File: src/rtl/xbar_pkg.sv
package xbar_pkg;
  // Column numbering: left operand of PE p, then its right operand.
  function automatic int xb_col(input int pe, input int is_right);
    return 2 * pe + is_right;
  endfunction
endpackage

File: src/rtl/xbar_dly_elem.sv
module xbar_dly_elem #(
  parameter int DATA_W = 16,
  parameter int DEPTH  = 8,
  localparam int AW    = $clog2(DEPTH),
  localparam int CW    = $clog2(DEPTH + 1)
) (
  input  logic              clk,
  input  logic              rst,
  input  logic              wr_en,
  input  logic [DATA_W-1:0] wr_data,
  input  logic              rd_en,
  input  logic              rd_del,
  input  logic [AW-1:0]     rd_addr,
  output logic [DATA_W-1:0] rd_data,
  output logic              rd_hit,
  output logic              ovf
);
  logic [DATA_W-1:0] mem [DEPTH];
  logic [CW-1:0]     fill;
  logic              full, fwd, stored, del_st, wr_take;
  logic [CW-1:0]     wpos;

  always_comb begin
    full    = (fill == CW'(DEPTH));
    stored  = rd_en && (CW'(rd_addr) < fill);
    fwd     = rd_en && wr_en && (CW'(rd_addr) == fill);
    rd_hit  = stored || fwd;
    del_st  = stored && rd_del;
    // forwarded-and-retired value is never stored
    wr_take = wr_en && !(fwd && rd_del) && (!full || del_st);
    ovf     = wr_en && full && !del_st;
    wpos    = del_st ? fill - CW'(1) : fill;
    rd_data = fwd ? wr_data : mem[rd_addr];
  end

  always_ff @(posedge clk) begin
    for (int i = 0; i < DEPTH - 1; i++) begin
      if (del_st && i >= int'(rd_addr)) mem[i] <= mem[i+1];
    end
    if (wr_take) mem[wpos[AW-1:0]] <= wr_data;
  end

  always_ff @(posedge clk) begin
    if (rst) fill <= '0;
    else     fill <= fill + CW'(wr_take) - CW'(del_st);
  end

  p_fill_bound_r9: assert property (@(posedge clk) disable iff (rst)
    fill <= CW'(DEPTH));
  p_ovf_keeps_full_r9: assert property (@(posedge clk) disable iff (rst)
    (wr_en && full && !rd_del) |=> (fill == CW'(DEPTH)));
  p_fill_step_r5: assert property (@(posedge clk) disable iff (rst)
    1'b1 |=> (fill == $past(fill) || fill == $past(fill) + CW'(1) ||
              fill + CW'(1) == $past(fill)));
  p_bad_read_keeps_r10: assert property (@(posedge clk) disable iff (rst)
    (rd_en && !rd_hit && !wr_en) |=> $stable(fill));
endmodule

File: src/rtl/xbar_col_port.sv
module xbar_col_port #(
  parameter int NROW   = 2,
  parameter int DATA_W = 16,
  parameter int RSW    = 1
) (
  input  logic                   clk,
  input  logic                   rst,
  input  logic                   rd_en,
  input  logic [RSW-1:0]         sel,
  input  logic [NROW-1:0]        hit,
  input  logic [NROW*DATA_W-1:0] data,
  output logic [DATA_W-1:0]      op_data,
  output logic                   op_valid,
  output logic                   bad
);
  logic              hit_s;
  logic [DATA_W-1:0] dsel;

  always_comb begin
    hit_s = 1'b0;
    dsel  = '0;
    for (int r = 0; r < NROW; r++) begin
      if (sel == RSW'(r)) begin
        hit_s = hit[r];
        dsel  = data[r*DATA_W +: DATA_W];
      end
    end
    bad = rd_en && !hit_s;
  end

  always_ff @(posedge clk) begin
    if (rst) begin
      op_valid <= 1'b0;
      op_data  <= '0;
    end else begin
      op_valid <= rd_en && hit_s;
      op_data  <= (rd_en && hit_s) ? dsel : '0;
    end
  end

  p_valid_needs_read_r3: assert property (@(posedge clk) disable iff (rst)
    !rd_en |=> !op_valid);
  p_idle_data_zero_r3: assert property (@(posedge clk) disable iff (rst)
    !op_valid |-> (op_data == '0));
endmodule

File: src/rtl/xbar_delay_top.sv
module xbar_delay_top #(
  parameter int NUM_PE = 2,
  parameter int DATA_W = 16,
  parameter int DEPTH  = 8,
  localparam int NCOL  = 2 * NUM_PE,
  localparam int AW    = $clog2(DEPTH),
  localparam int RSW   = (NUM_PE > 1) ? $clog2(NUM_PE) : 1
) (
  input  logic                     clk,
  input  logic                     rst,
  input  logic [NUM_PE*NCOL-1:0]   wr_mask,
  input  logic [NUM_PE*DATA_W-1:0] wr_data,
  input  logic [NCOL-1:0]          col_rd_en,
  input  logic [NCOL*RSW-1:0]      col_sel,
  input  logic [NCOL*AW-1:0]       col_addr,
  input  logic [NCOL-1:0]          col_del,
  output logic [NCOL*DATA_W-1:0]   op_data,
  output logic [NCOL-1:0]          op_valid,
  output logic                     err
);
  logic [NCOL-1:0][NUM_PE-1:0]        hit_m;
  logic [NCOL-1:0][NUM_PE*DATA_W-1:0] dat_m;
  logic [NUM_PE*NCOL-1:0]             ovf_v;
  logic [NCOL-1:0]                    bad_v;

  for (genvar r = 0; r < NUM_PE; r++) begin : g_row
    for (genvar c = 0; c < NCOL; c++) begin : g_xp
      logic pick;
      assign pick = col_rd_en[c] && (col_sel[c*RSW +: RSW] == RSW'(r));
      xbar_dly_elem #(.DATA_W(DATA_W), .DEPTH(DEPTH)) u_elem (
        .clk     (clk),
        .rst     (rst),
        .wr_en   (wr_mask[r*NCOL + c]),
        .wr_data (wr_data[r*DATA_W +: DATA_W]),
        .rd_en   (pick),
        .rd_del  (col_del[c]),
        .rd_addr (col_addr[c*AW +: AW]),
        .rd_data (dat_m[c][r*DATA_W +: DATA_W]),
        .rd_hit  (hit_m[c][r]),
        .ovf     (ovf_v[r*NCOL + c])
      );
    end
  end

  for (genvar p = 0; p < NUM_PE; p++) begin : g_pe
    for (genvar s = 0; s < 2; s++) begin : g_side
      localparam int C = xbar_pkg::xb_col(p, s);
      xbar_col_port #(.NROW(NUM_PE), .DATA_W(DATA_W), .RSW(RSW)) u_col (
        .clk      (clk),
        .rst      (rst),
        .rd_en    (col_rd_en[C]),
        .sel      (col_sel[C*RSW +: RSW]),
        .hit      (hit_m[C]),
        .data     (dat_m[C]),
        .op_data  (op_data[C*DATA_W +: DATA_W]),
        .op_valid (op_valid[C]),
        .bad      (bad_v[C])
      );
    end
  end

  always_ff @(posedge clk) begin
    if (rst) err <= 1'b0;
    else     err <= err | (|ovf_v) | (|bad_v);
  end

  p_err_sticky_r11: assert property (@(posedge clk) disable iff (rst)
    err |=> err);
  p_err_on_bad_r10: assert property (@(posedge clk) disable iff (rst)
    (|bad_v) |=> err);
endmodule

File: config.mk
export PLATFORM = sky130hd
export DESIGN_NAME = xbar_delay_top
export DESIGN_NICKNAME = d
export VERILOG_FILES = /design/src/rtl/xbar_pkg.sv /design/src/rtl/xbar_dly_elem.sv /design/src/rtl/xbar_col_port.sv /design/src/rtl/xbar_delay_top.sv
export SDC_FILE = /design/constraint.sdc
export NUM_CORES = 2
export LEC_CHECK = 0
export BUFFER_PORTS_ARGS = -buffer_cell sky130_fd_sc_hd__buf_2
export CORE_AREA = 5 5 427 261
export CTS_BUF_LIST = sky130_fd_sc_hd__clkbuf_4 sky130_fd_sc_hd__clkbuf_8 sky130_fd_sc_hd__clkbuf_16
export DETAILED_ROUTE_END_ITERATION = 8
export DIE_AREA = 0 0 432 266
export PLACE_DENSITY_LB_ADDON = 0.2
export SYNTH_ARGS = -nofsm -noshare
export SYNTH_HDL_FRONTEND = slang
export SYNTH_HIERARCHICAL = 1
export SYNTH_SLANG_ARGS = --single-unit
File: constraint.sdc
create_clock -name clk -period 4.9 [get_ports clk]
set_input_delay 0.98 -clock clk [delete_from_list [all_inputs] [get_ports clk]]
set_output_delay 0.98 -clock clk [all_outputs]
set_load 0.03 [all_outputs]
Yosys cells after proc, flatten, opt, wreduce, memory -nomap -nowiden
Memory sizes are Yosys's and may differ from the RTL's.
Cells that the tools add are included.
Widths: inputs -> output; s select.
- memory bits (writable): 1024
- input port bits: 66
- memories: 8
- logic and storage cells: 457
- register bits: 101
- reductions and logical operators: 194
- order comparisons: 36
- bitwise gates (word level): 10
- eq/ne operators: 16
- add/sub/neg operators: 24
- muxes and demuxes: 152
- memories (name ; depth ; width ; rd ports ; clocked after Yosys merged registers in ; wr ports ; line ; text):
    g_row[0].g_xp[0].u_elem.mem ; 8 ; 16 ; 8 ; 0 ; 8 ; xbar_dly_elem.sv:18 ; logic [DATA_W-1:0] mem [DEPTH];
    g_row[0].g_xp[1].u_elem.mem ; 8 ; 16 ; 8 ; 0 ; 8 ; xbar_dly_elem.sv:18 ;
    g_row[0].g_xp[2].u_elem.mem ; 8 ; 16 ; 8 ; 0 ; 8 ; xbar_dly_elem.sv:18 ;
    g_row[0].g_xp[3].u_elem.mem ; 8 ; 16 ; 8 ; 0 ; 8 ; xbar_dly_elem.sv:18 ;
    g_row[1].g_xp[0].u_elem.mem ; 8 ; 16 ; 8 ; 0 ; 8 ; xbar_dly_elem.sv:18 ;
    g_row[1].g_xp[1].u_elem.mem ; 8 ; 16 ; 8 ; 0 ; 8 ; xbar_dly_elem.sv:18 ;
    2 more memories ; -- ; -- ; -- ; -- ; -- ; -- ;
- operator list (cell ; number):
    $mux 16 ; 12
    $logic_and 1x1->1 ; 144
    $mux 1 ; 132
    $ge 3x3->1 const A ; 12
    $add 4x1->4 ; 8
    $eq 3x4->1 ; 8
    $eq 4x4->1 const B ; 8
    $lt 3x4->1 ; 8
    $sub 4x1->4 ; 8
    $logic_not 1->1 ; 28
    $ge 1x3->1 const A ; 8
    $ge 2x3->1 const A ; 8
    $mux 3 ; 8
    $sub 3x1->3 const B ; 8
    $logic_or 1x1->1 ; 16
    $not 1->1 ; 8
    $reduce_or 2->1 ; 4
    $reduce_or 8->1 ; 1
    $reduce_or 4->1 ; 1
    $or 1x1->1 ; 2

Longest topological paths before layout
- word-level depth: 10
- depth in mapped cells: 16
- depth with buffers taken out: 12

Hierarchy
Netlist, hierarchy kept.
- by module, submodules not included (module ; cells an instance ; times used ; area an instance (µm²) ; seq. area each (µm²)):
    xbar_dly_elem (g_row[0].g_xp[1].u_elem ...) ; 468 ; 4 ; 7243.2 ; 3923.8
    xbar_dly_elem (g_row[1].g_xp[1].u_elem ...) ; 521 ; 2 ; 7153.1 ; 3923.8
    xbar_dly_elem (g_row[1].g_xp[3].u_elem) ; 516 ; 1 ; 7288.2 ; 3923.8
    xbar_dly_elem (g_row[0].g_xp[0].u_elem) ; 417 ; 1 ; 7050.5 ; 3923.8
    xbar_col_port ; 58 ; 4 ; 703.2 ; 340.3
    xbar_delay_top ; 14 ; 1 ; 100.1 ; 20.0

Worst setup path after synthesis
Ideal clock, no wire load.
- path type: input to register
- from: in col_addr[3]
- to: mem g_row[0].g_xp[1].u_elem.mem[1][0], enable pin
- path buffers: 2
- required time: 4489 ps
- stages: 9
- arrival time: 4331 ps
- path slack: 158 ps
- cell sequence: clkbuf_1 > inv_1 > clkbuf_1 > ha_1 > nand2b_4 > a211oi_2 > nor2_1 > or3_1 > o21ai_0
- RTL lines (what ; line ; text):
    start: declaration ; xbar_delay_top.sv:15 ; input logic [NCOL*AW-1:0] col_addr,
    end: declaration ; xbar_dly_elem.sv:18 ;

==> results.json <==
{
  "netlist_area_mm2": 0.06053,
  "ys_warn_count": 6,
  "root_buffer": "clkbuf_16",
  "rr_worst_depth": 7,
  "power_leakage_nw": 23.90,
  "p_switching_mw": 8.794,
  "ys_types": 95,
  "ios": 135,
  "maxSlewViolCount": 0,
  "seqPwrFrac_pct": 44.5,
  "worstPathArrival_ps": 3950,
  "tightest_slew_ps": 1348,
  "synth-async-reset-ratio_pct": 0,
  "drtPass1Iterations": 7,
  "hold_viol": 0,
  "comb_power_share_pct": 26.1,
  "die_y_um": 266,
  "area_growth_pct": 10.16,
  "rrSetupSlack_ps": 1270,
  "cts_buffers": 105,
  "drive_gt1_share_pct": 38.31,
  "hpwl_mm": 115.5,
  "grt_antenna_before_repair": 15,
  "synth_ff_type": "edfxtp_1",
  "wl_per_cell_um": 30.27,
  "max_freq_mhz": 275.6,
  "initial_core_util_pct": 56.73,
  "yosys_register_bits": 1125,
  "worstReg2RegEnd": "g_row[0].g_xp[3].u_elem/mem[5][11]",
  "relSlewSlack_pct": 10.14,
  "track_usage_pct": 29.99,
  "cts.htree.levels": 3,
  "clock_skew_ps": 14.89,
  "crit_end": "g_row[0].g_xp[3].u_elem/mem[5][11]",
  "clockBufferDepth": 3,
  "synth_edf_count": 1024,
  "worst_setup_path_start_kind": "register",
  "crit_start": "g_row[0].g_xp[3].u_elem/fill[1]",
  "ys_seq_area_share_pct": 54.14,
  "design_power_total_mw": 29.04,
  "setup_tns_ps": 0,
  "syn_avg_cell_area_um2": 14.79,
  "vias": 38470,
  "routabilityCongestion": 0.9722,
  "cp.required_ps": 5220,
  "min_path_type": "in -> reg",
  "layout.nets": 4413,
  "die_x_um": 432,
  "vdd_ir_drop_max_mv": 0.2839,
  "path_class": "reg -> reg",
  "switching_share_pct": 30.29,
  "seqCellArea_mm2": 0.03277,
  "cts_hold_buf": 0,
  "ant_nets": 0,
  "setup_violations": 0,
  "postCtsSetupRepairBufs": 0,
  "postSynthCellCount": 4093,
  "path_clk_slew_ps": 60,
  "multi_input_area_mm2": 0.02642,
  "fin_hold_ws_ps": 468.2,
  "fillers": 7947,
  "power_frac_clock_pct": 29.4,
  "end_kind": "register",
  "vias_per_cell": 6.640,
  "clock_latency_ps": 720,
  "clkSinkCount": 1125,
  "grt_pass1_wl_mm": 255.8,
  "crit_fanout": 17,
  "grt_pass1_vias": 37540,
  "cts-resized-gates": 0,
  "drt-initial-drc-count": 5224,
  "dieArea_mm2": 0.1149,
  "num_rows": 93,
  "post-route-util_pct": 62.49,
  "grt_overflow": 0,
  "cap_violations": 0,
  "io_buffers": 134,
  "cts_tree": "done",
  "core-area_mm2": 0.1067,
  "drt-total-wl_mm": 175.4,
  "rr_startpoint": "g_row[0].g_xp[3].u_elem/fill[1]",
  "finalCritPeriodShare_pct": 74.06,
  "status": "finished clean",
  "rsz0062_at_grt": "false",
  "synthesis.nets": 4231,
  "power_density_mw_per_mm2": 435.5,
  "p_int_mw": 20.24,
  "grt_max_degree": 81,
  "layout_min_cycle_time_ps": 3629,
  "drc": 0
}
## kinds of logic (layout without fill, tap and decap cells)
| kind of cell | Yosys count | in the layout | synth area share [%] |
|---|---|---|---|
| flops | 1125 | 1125 | 54.14 |
| mux | 1264 | 1264 | 27.44 |
| xor+xnor | 24 | 24 | 0.3473 |
| compound gates | 576 | 576 | 7.547 |
| other cells | 0 | 6 | 0 |
| fa+ha+maj | 72 | 72 | 1.587 |
| buf+inv | 269 | 538 | 2.602 |
| simple gates | 763 | 763 | 6.335 |
## synthesized netlist by cell type, drive strengths merged (11+ instances only)
master  number  share of area, %
edfxtp    1024                51
o22ai       60               1.1
a21o        16              0.20
nand2      226               1.5
nand4       11              0.13
mux4       146               5.4
nor2       251               1.6
and2        26              0.27
nand3       28              0.23
a21oi      144               1.2
o21ai       88              0.79
dfxtp      101               3.3
nand2b      31              0.39
mux2i      161               2.8
nor3        95               1.1
mux2       957                19
a22o        23              0.33
a22oi       17              0.30
buf        121               1.7
a211oi      26              0.54
nor2b       39              0.40
clkbuf     111              0.69
a31oi       59              0.61
inv         35              0.22
a221oi      51              0.74
ha          64               1.3
xor2        14              0.20
a221o       11              0.18
## per-stage QoR
stage	instances	instance area [um2]	setup WS (ps)
6_report	5793	66680	1271
5_1_grt	5790	66670	1174
3_5_place_dp	5593	63120	778.1
4_1_cts	5787	66660	1355
2_1_floorplan	4093	60530	157.6
3_3_place_gp	5593	63120	845.7
## power by group through the flow
| stage | clock network, mW | registers [mW] | logic, mW |
|---|---|---|---|
| finish | 8.53 | 12.9 | 7.58 |
| CTS | 8.65 | 12.9 | 7.46 |
| floorplan | 0 | 12.9 | 5.37 |
| global route | 9.05 | 13.0 | 8.01 |
| detailed placement | 0 | 13.1 | 7.43 |
| global placement | 0 | 13.1 | 7.28 |
## layout by cell type (no fill, tap or decap), types with 16 or more instances in the layout
| cell type | count |
|---|---|
| nand2_1 | 218 |
| mux2_4 | 230 |
| mux2_2 | 608 |
| dfxtp_1 | 101 |
| a21oi_1 | 138 |
| clkbuf_16 | 107 |
| a221oi_1 | 51 |
| buf_2 | 127 |
| inv_1 | 34 |
| nor2_1 | 248 |
| edfxtp_1 | 1024 |
| o21ai_2 | 18 |
| clkbuf_4 | 23 |
| o22ai_1 | 21 |
| nor3_2 | 40 |
| nand2b_1 | 25 |
| a31oi_1 | 59 |
| nor2b_1 | 37 |
| mux2_1 | 119 |
| clkinv_2 | 16 |
| and2_1 | 26 |
| clkinv_1 | 16 |
| ha_1 | 64 |
| nand3_1 | 28 |
| a21o_1 | 16 |
| buf_4 | 178 |
| mux2i_1 | 154 |
| nor3_1 | 55 |
| mux4_2 | 146 |
| o21ai_0 | 66 |
| o22ai_2 | 25 |
| a22o_1 | 23 |
## sequential cells by signal, summed over array words and instances, names as in the netlist
name                        flops
g_row.g_xp.u_elem/mem        1024
g_pe.g_side.u_col/op_data      64
g_row.g_xp.u_elem/fill         32
g_pe.g_side.u_col/op_valid      4
err                             1
## metal layers
layer,global-route usage [%],vias up,wire length (um)
met1,45.95,19480,76490
met5,1.557,-,156
met3,9.701,259,23040
li1,-,16510,-
met4,8.626,8,4839
met2,40.52,2214,70850
## worst max-delay path, stage by stage (launching register included)
cell and delay (ps):
dfxtp_1 460, inv_1 230, ha_1 390, nand2b_4 70, a211oi_2 510, nor3_2 240, o22ai_4 760, o21ai_2 550
## worst min path at each step
stage / from / to / slack [ps] / cells past startpoint
2_1_floorplan: g_row[0].g_xp[1].u_elem/mem[3][10] / g_row[0].g_xp[1].u_elem/mem[2][10] / 520 / 1
3_3_place_gp: g_row[0].g_xp[1].u_elem/mem[3][12] / g_row[0].g_xp[1].u_elem/mem[2][12] / 540 / 1
3_5_place_dp: g_row[0].g_xp[2].u_elem/mem[3][11] / g_row[0].g_xp[2].u_elem/mem[2][11] / 540 / 1
4_1_cts: wr_data[9] / g_row[0].g_xp[1].u_elem/mem[7][9] / 420 / 1
5_1_grt: wr_data[9] / g_row[0].g_xp[1].u_elem/mem[7][9] / 440 / 1
6_report: wr_data[9] / g_row[0].g_xp[1].u_elem/mem[7][9] / 470 / 1
## layout make-up
| cell class | instances | share of cell area (%) |
|---|---|---|
| flip-flops and latches | 1125 | 49.15 |
| multi-input cells | 2699 | 39.62 |
| clock buffers | 144 | 4.564 |
| repair buffers | 307 | 3.017 |
| well taps | 1425 | 2.674 |
| clock inverters | 50 | 0.7487 |
| inverters | 37 | 0.2083 |
| diodes | 6 | 0.02252 |
No activity file was read; power rests on OpenSTA's default activity.
